--- config.mk ---
export PLATFORM = sky130hd
export DESIGN_NAME = bus_strobe_seq
export DESIGN_NICKNAME = d
export VERILOG_FILES = /design/src/rtl/bus_strobe_seq.sv
export SDC_FILE = /design/constraint.sdc
export NUM_CORES = 1
export LEC_CHECK = 0
export BUFFER_PORTS_ARGS = -buffer_cell sky130_fd_sc_hd__buf_2
export CAP_MARGIN = 20
export CORE_MARGIN = 8
export CORE_UTILIZATION = 40
export CTS_CLUSTER_DIAMETER = 80
export DETAILED_ROUTE_END_ITERATION = 10
export PLACE_DENSITY_LB_ADDON = 0.15
export SYNTH_ARGS = -nofsm -noshare
export SYNTH_HDL_FRONTEND = slang
export SYNTH_SLANG_ARGS = --single-unit
--- constraint.sdc ---
create_clock -name clk -period 3.5 [get_ports clk]
set_input_delay 1.05 -clock clk [delete_from_list [all_inputs] [get_ports clk]]
set_output_delay 1.05 -clock clk [all_outputs]
set_load 0.1 [all_outputs]
--- src/rtl/bus_strobe_seq.sv ---
module bus_strobe_seq #(
  parameter logic [7:0] CTRL_ADDR = 8'h8E,
  parameter int         QUIET_BIT = 0
) (
  input  logic       clk,
  input  logic       rst_n,
  input  logic [1:0] cyc_kind,
  input  logic       ext_exec,
  input  logic       reg_wr,
  input  logic [7:0] reg_addr,
  input  logic [7:0] reg_wdata,
  output logic       ale,
  output logic       psen_n
);
  localparam int NST = 6;
  localparam int SW  = $clog2(NST);
  localparam logic [SW-1:0] LAST = SW'(NST - 1);
  localparam logic [SW-1:0] MID  = SW'(NST / 2);

  logic          ph;
  logic [SW-1:0] st;
  logic          live;
  logic [1:0]    kind_q;
  logic          ext_q;
  logic          quiet_q;
  logic          quiet_act;

  wire cyc_end  = ph && (st == LAST);
  wire wr_hit   = reg_wr && (reg_addr == CTRL_ADDR);
  wire quiet_nx = wr_hit ? reg_wdata[QUIET_BIT] : quiet_q;

  always_ff @(posedge clk or negedge rst_n) begin
    if (!rst_n) begin
      ph        <= 1'b0;
      st        <= '0;
      live      <= 1'b0;
      kind_q    <= 2'b00;
      ext_q     <= 1'b0;
      quiet_q   <= 1'b0;
      quiet_act <= 1'b0;
    end else begin
      ph      <= ~ph;
      quiet_q <= quiet_nx;
      if (ph) st <= cyc_end ? '0 : st + 1'b1;
      if (cyc_end) begin
        live      <= 1'b1;
        kind_q    <= cyc_kind;
        ext_q     <= ext_exec;
        quiet_act <= quiet_nx;
      end
    end
  end

  wire is_move = (kind_q == 2'b01);
  wire is_tab  = (kind_q == 2'b10);

  wire ale_pat  = (st == '0) || ((st == MID) && !is_move);
  wire ale_hush = quiet_act && !ext_q && !is_move && !is_tab;

  wire rd_win = ((st == SW'(1)) && ph) || (st == SW'(2)) ||
                ((st == MID + SW'(1)) && ph) || (st == MID + SW'(2));

  assign ale    = live && (ale_hush || ale_pat);
  assign psen_n = !(live && ext_q && !is_move && rd_win);
endmodule


Word-level counts from Yosys, hierarchy flattened --
Cells that the tools add are included.
Word-level totals: register bits after elaboration 10, latch bits 0, bits in writable memories 0, ROM bits 0, input bits 22, output and inout port bits 2, logic and storage cells 41, memories 0
Operators by class: $add $sub $neg 1, multiply operators 0, div/mod/pow operators 0, $lt $le $gt $ge 0, eq/ne operators 8, shift operators 0, mux-type cells 2, bitwise operators 1, reductions and logical operators 22
Operators with widths (count):
- logical AND 1 bit | 12
- equality test 8 bit, second input constant | 1
- equality test 3 x 2 -> 1 bit, second input constant | 2
- equality test 3 bit, second input constant | 2
- logical OR 1 bit | 5
- zero test 1 bit | 4
- adder 3 x 1 -> 3 bit, second input constant | 1
- equality test 3 x 1 -> 1 bit, second input constant | 1
- zero test 3 bit | 1
- two-way mux 3 bit | 1
- equality test 2 x 1 -> 1 bit, second input constant | 1
- equality test 2 bit, second input constant | 1
- two-way mux 1 bit | 1
- inverter 1 bit | 1

Depth between registers and ports, before layout --
Gate-level depths: netlist (run 1).
depth in word-level cells 7, depth in mapped cells 5, mapped depth without buffers 5

Worst setup path before layout (run 1) --
No wires, ideal clock.
kind register to output, start point register st[0], end point output ale, arrival time 2.873 ns, required time 2.450 ns, slack -0.423 ns, cell stages (with the launch flop) 5, path buffers 0, path through dfrtp_1 inv_1 ha_1 nand2_1 a21boi_0
On the way: longest elaborated chain between the ends 5, elaborated cells between the ends (all ways) 6, classes of those cells eq/ne: 1; reduce/logical: 5
RTL lines:
- from (decl) | line 21 | logic [SW-1:0] st;
- from (signal assigned) | line 44 | if (ph) st <= cyc_end ? '0 : st + 1'b1;
- equality test 3 x 2 -> 1 bit | line 57 | wire ale_pat = (st == '0) || ((st == MID) && !is_move);
- logical AND 1 bit | line 57
- logical OR 1 bit * | line 57
- logical OR 1 bit * | line 63 | assign ale = live && (ale_hush || ale_pat);
- logical AND 1 bit * | line 63
- to (decl) | line 12 | output logic ale,
Every way passes the cells marked *; elsewhere a longest branch is shown, timed or not.

Worst setup path after layout (run 1) --
start point register st[0], end point output psen_n
On the way: longest elaborated chain between the ends 7, elaborated cells between the ends (all ways) 11, classes of those cells eq/ne: 4; reduce/logical: 7
RTL lines:
- equality test 3 x 1 -> 1 bit | line 60 | wire rd_win = ((st == SW'(1)) && ph) || (st == SW'(2)) ||
- logical AND 1 bit | line 60
- logical OR 1 bit (2 in series) | line 60
- logical OR 1 bit * | line 61 | ((st == MID + SW'(1)) && ph) || (st == MID + SW'(2));
- logical AND 1 bit * | line 64 | assign psen_n = !(live && ext_q && !is_move && rd_win);
- zero test 1 bit * | line 64
- to (decl) | line 13 | output logic psen_n
Marks and branches as above.

==> results.cfg, run 1 <==
[place]
hpwl_um = 825
dpl_cell_area_um2 = 619
port_buffers = 16
place_congestion = 0.742

[cells_and_area]
fin_area_um2 = 656
nets = 95
fillers = 120
finalCoreUtilization = 0.517
drive_above_1_share = 0.373
syn_to_final_growth_pct = 25.1
antenna_cells = 0

[hold_path]
holdCritPathClass = reg -> reg
hp-start = quiet_q

[critical_path]
setup.worst_path.start = st[0]
critPathBufInv = 2
worst_path_max_delay_cell = buf_2
required_ns = 2.45
critical_path_class = reg -> out
path_cells = inv_1 > ha_1 > a22oi_1 > o21ai_0 > o2111ai_1 > buf_2
end_kind = output pin
cp.arrival_ns = 1.77
crit_fanout = 4
cp_top_family = buffers and inverters
max_stage_delay_ns = 0.46
worstSetupStartpointType = register
r2r-start = st[1]

[grt]
gr-total-overflow = 0
antenna_found_initial = 0
grt_pass1_vias = 389
grt_start_max_net_pins = 11
grtUsageTotal = 0.0840
grt_pass1_wl_um = 1730

[timing]
fin_skew_ns = 0.0114
finalMaxSlewViolations = 0
timing.slew.headroom = 0.676
period_minus_slack_ns = 2.82
worst_slew_pin_slew_ns = 0.490
finalSetupViolCount = 0
fin_setup_tns_ns = 0
rsz0062_at_grt = false
fmax_mhz = 355
min_period_over_period = 0.806
hold_viol_final = 0
fin_hold_ws_ns = 0.498

[clock_tree]
clk_path_buf_depth = 2
clk_pin_slew_ns = 0.07
cts_sinks = 10
cts-buffers-inserted = 3
post_cts_buffers = 0
cts_htree_levels = 1
cts_tree = yes
hold_buffers = 0
cts_root_buf = clkbuf_4
insertion_delay_ns = 0.27
cts.repair.resized = 0

[power]
vdd_drop_max_v = 0.000230
power-per-cell-area_mw_per_mm2 = 364
p_leak_nw = 0.322

[floorplan]
pin_count = 24
die-height_um = 52.2
fp-row-count = 13
die_area_mm2 = 0.00272
die_w_um = 52.2
initial_core_util = 0.413
core_mm2 = 0.00127

[synth]
synthesis.instances = 48
synth_fp_nets = 75
ys_ff_latch = 10
async_flop_share = 1.00
yosys-top-cells-count = 10 x dfrtp_1, 6 x inv_1, 5 x ha_1
synth_top_area_cell = dfrtp_1
syn-mean-instance-area_um2 = 10.9
netlist_area_um2 = 524
seq_area_frac_synth = 0.477
ys_types = 19
synth_most_common_cell = dfrtp_1
ys.flop_type = dfrtp_1
synth_warnings = 0
synth.area.top_cells = dfrtp_1 48%, ha_1 12%, mux2_2 8.6%
synth-edff-count = 0
synth_top_area_share = 0.477

[drt]
drt_pass1_iterations = 2
drtIter0Drc = 6
vias_per_cell = 4.74
post-route-drc-count = 0
drt_wl_total_um = 1030
wl_per_cell_um = 12.5
via_count = 389
drtAntennaViolNets = 0

[status]
status = finished, final reports clean

[run]
cap_violations = 0
-- logic make-up (layout without fill, tap and decap cells) --
group                    count (synthesis)  after routing  share of synthesized area
flip-flops                              10             10                      0.477
adder cells (fa/ha/maj)                  5              5                      0.119
multiplexers                             5              5                      0.107
AO/OA/AOI/OAI                           10             10                      0.119
buffers and inverters                    7             26                     0.0501
AND/OR/NAND/NOR                         11             11                      0.126
-- state kept, by name, summed over array words and instances (netlist names) --
| signal | flops |
|---|---|
| ph | 1 |
| quiet_q | 1 |
| ext_q | 1 |
| st | 3 |
| kind_q | 2 |
| quiet_act | 1 |
| live | 1 |
-- stage by stage --
| stage | power, mW | instances | setup WS, ns |
|---|---|---|---|
| 6_report | 0.239 | 82 | 0.679 |
| 5_1_grt | 0.247 | 82 | 0.580 |
| 4_1_cts | 0.242 | 82 | 0.672 |
| 3_5_place_dp | 0.137 | 78 | 0.782 |
| 3_3_place_gp | 0.136 | 78 | 0.804 |
| 2_1_floorplan | 0.126 | 48 | 0.314 |
-- worst reg2reg max path: stages (launching register included) --
cell     delay [ns]
dfrtp_1        0.40
inv_1          0.11
ha_1           0.21
nand3_1        0.22
mux2_1         0.37
-- power breakdown --
group | internal (mW) | switching [mW] | total, mW
clock network | 0.0632 | 0.0414 | 0.105
registers | 0.118 | 0.00182 | 0.120
logic | 0.00820 | 0.00578 | 0.0140
total | 0.190 | 0.0490 | 0.239
-- placed cells by master, fill, tap and decap left out, drive strengths merged, types with 3 or more instances in the layout --
master	synthesis	routed
buf	0	16
dfrtp	10	10
inv	6	6
ha	5	5
mux2	5	5
nand2	4	4
o21ai	4	4
clkbuf	1	4
nand3	3	3
-- final cells by class --
type	count	area [um^2]	share of cell area
inverter	6	22.5	0.0344
multi-input combinational	31	248	0.378
sequential	10	250	0.382
timing repair buffer	16	80.1	0.122
clock buffer	4	36.3	0.0553
tap	15	18.8	0.0286
-- per-layer routing --
| layer | track usage | routed length, um | vias to the layer above |
|---|---|---|---|
| li1 | - | - | 206 |
| met1 | 0.0873 | 450 | 177 |
| met2 | 0.136 | 531 | 6 |
| met3 | 0.0540 | 46 | 0 |
| met4 | 0.0259 | 0 | 0 |
| met5 | 0 | 0 | - |
-- worst paths after layout --
path,endpoint,slack (ns),cells after the start
worst min register to register,quiet_q,0.50,1
min in group asynchronous,quiet_q,0.62,1
max in group asynchronous,ext_q,2.68,1
worst max register to register,quiet_act,2.09,4
worst max-delay path,psen_n,0.68,6
worst min-delay path,quiet_q,0.50,1
No activity file was read; power rests on OpenSTA's default activity.
==> inputs of run 2 (changes only) <==
clock period = 2.7 ns   (was 3.5 ns; I/O delays follow)
==> results.cfg, run 2 (synthesis gave the netlist of run 1 again) <==
[grt]
grtUsageTotal = 0.0805
grt_start_max_net_pins = 11
grt_pass1_vias = 390
gr-total-overflow = 0
grt_pass1_wl_um = 1610
antenna_found_initial = 0

[hold_path]
holdCritPathClass = in -> async

[cells_and_area]
top_regs = st x3, kind_q x2
drive_above_1_share = 0.403
antenna_cells = 0
syn_to_final_growth_pct = 27.0
final_cell_mix = 16 x buf_2, 10 x dfrtp_1, 6 x inv_1
regMostFlops = st
nets = 95
instances_no_fill = 82
largest_reg_flops = 3
final_common_cell = buf_2

[timing]
fmax_mhz = 390
fin_setup_tns_ns = 0
hold_viol_final = 0
worst_slew_pin_slew_ns = 0.489
finalWorstSetupSlack_ns = 0.134
finalSetupViolCount = 0
min_period_over_period = 0.950
rsz0062_at_grt = false
fin_skew_ns = 0.00790
timing.slew.headroom = 0.676
period_minus_slack_ns = 2.57
finalMaxSlewViolations = 0

[clock_tree]
cts-buffers-inserted = 3
clk_pin_slew_ns = 0.07
cts_tree = yes
cts_sinks = 10
insertion_delay_ns = 0.27
hold_buffers = 0
cts_htree_levels = 1
clk_path_buf_depth = 2
cts.repair.resized = 0
post_cts_buffers = 0
cts_root_buf = clkbuf_4

[status]
status = finished, final reports clean

[critical_path]
cp.arrival_ns = 1.76
crit_fanout = 4
required_ns = 1.89
worstSetupStartpointType = register
end_kind = output pin
reg2reg_slack_ns = 1.29
critical_path_class = reg -> out

[drt]
drt_wl_total_um = 999
wl_per_cell_um = 12.2
vias_per_cell = 4.93
post-route-drc-count = 0
drtAntennaViolNets = 0
via_count = 404
drt_pass1_iterations = 4
drtIter0Drc = 3

[power]
switching_share = 0.201
seqPwrFrac = 0.507
pwr-share-clk = 0.434
power-per-cell-area_mw_per_mm2 = 462
comb_power_share = 0.059
vdd_drop_max_v = 0.000406
p_leak_nw = 0.323
intPower_mw = 0.246
switchingPower_mw = 0.0618

[floorplan]
fp-row-count = 13
die-height_um = 52.2
pin_count = 24
die_area_mm2 = 0.00272
initial_core_util = 0.413
die_w_um = 52.2
core_mm2 = 0.00127

[place]
dp.cells = 78
place_congestion = 0.698
pre_cts_ws_ns = 0.238
port_buffers = 16
hpwl_um = 797

[run]
cap_violations = 0
-- run 2: cell count changes in the layout (fill, tap and decap cells not counted) --
cell / previous run / this run
a21boi_2: 0 / 1
o2111ai_2: 0 / 1
a21boi_1: 1 / 0
o2111ai_1: 1 / 0
-- run 2: cell type report --
cell class              instances  area, um^2
clock buffers                   4        36.3
inverters                       6        22.5
multi-input cells              31         258
flip-flops and latches         10         250
repair buffers                 16        80.1
well taps                      15        18.8
fillers                       126         603
-- run 2: metal layers --
layer	GRT usage	vias to the layer above	part of all wire	wire length, um
met5	0	-	0	0
met4	0.0259	0	0	0
met3	0.0653	0	0.084	84
met2	0.126	8	0.50	497
met1	0.0791	191	0.42	416
li1	-	205	-	-
-- run 2: stage by stage --
| stage | instance area, um^2 | util | hold WS (ns) | total power [mW] |
|---|---|---|---|---|
| final | 666 | 0.525 | 0.385 | 0.308 |
| after global routing | 666 | 0.525 | 0.386 | 0.324 |
| after CTS | 666 | 0.525 | 0.382 | 0.316 |
| after detailed placement | 629 | 0.496 | 0.486 | 0.178 |
| after global placement | 629 | 0.496 | 0.477 | 0.177 |
| after floorplan | 534 | - | 0.464 | 0.164 |
-- run 2: critical path, stage by stage (launching register included) --
cell and delay, ns:
dfrtp_1 0.37, inv_1 0.09, ha_1 0.20, a22oi_1 0.16
o21ai_0 0.13, o2111ai_2 0.09, buf_2 0.45
-- run 2: path summary, 6_finish.rpt --
check / to / cells past startpoint / startpoint
setup / recovery: psen_n / 6 / st[0]
hold / removal: st[2] / 1 / rst_n
setup reg to reg: quiet_act / 4 / st[1]
hold reg to reg: quiet_q / 1 / quiet_q
max in group asynchronous: st[1] / 1 / rst_n
min in group clk: quiet_q / 1 / quiet_q
-- run 2: power groups by stage --
stage | logic, mW | registers [mW] | clock network, mW
after floorplan | 0.00598 | 0.158 | 0
after global routing | 0.0207 | 0.156 | 0.147
after CTS | 0.0188 | 0.156 | 0.141
after detailed placement | 0.0187 | 0.159 | 0
after global placement | 0.0185 | 0.159 | 0
final | 0.0183 | 0.156 | 0.134
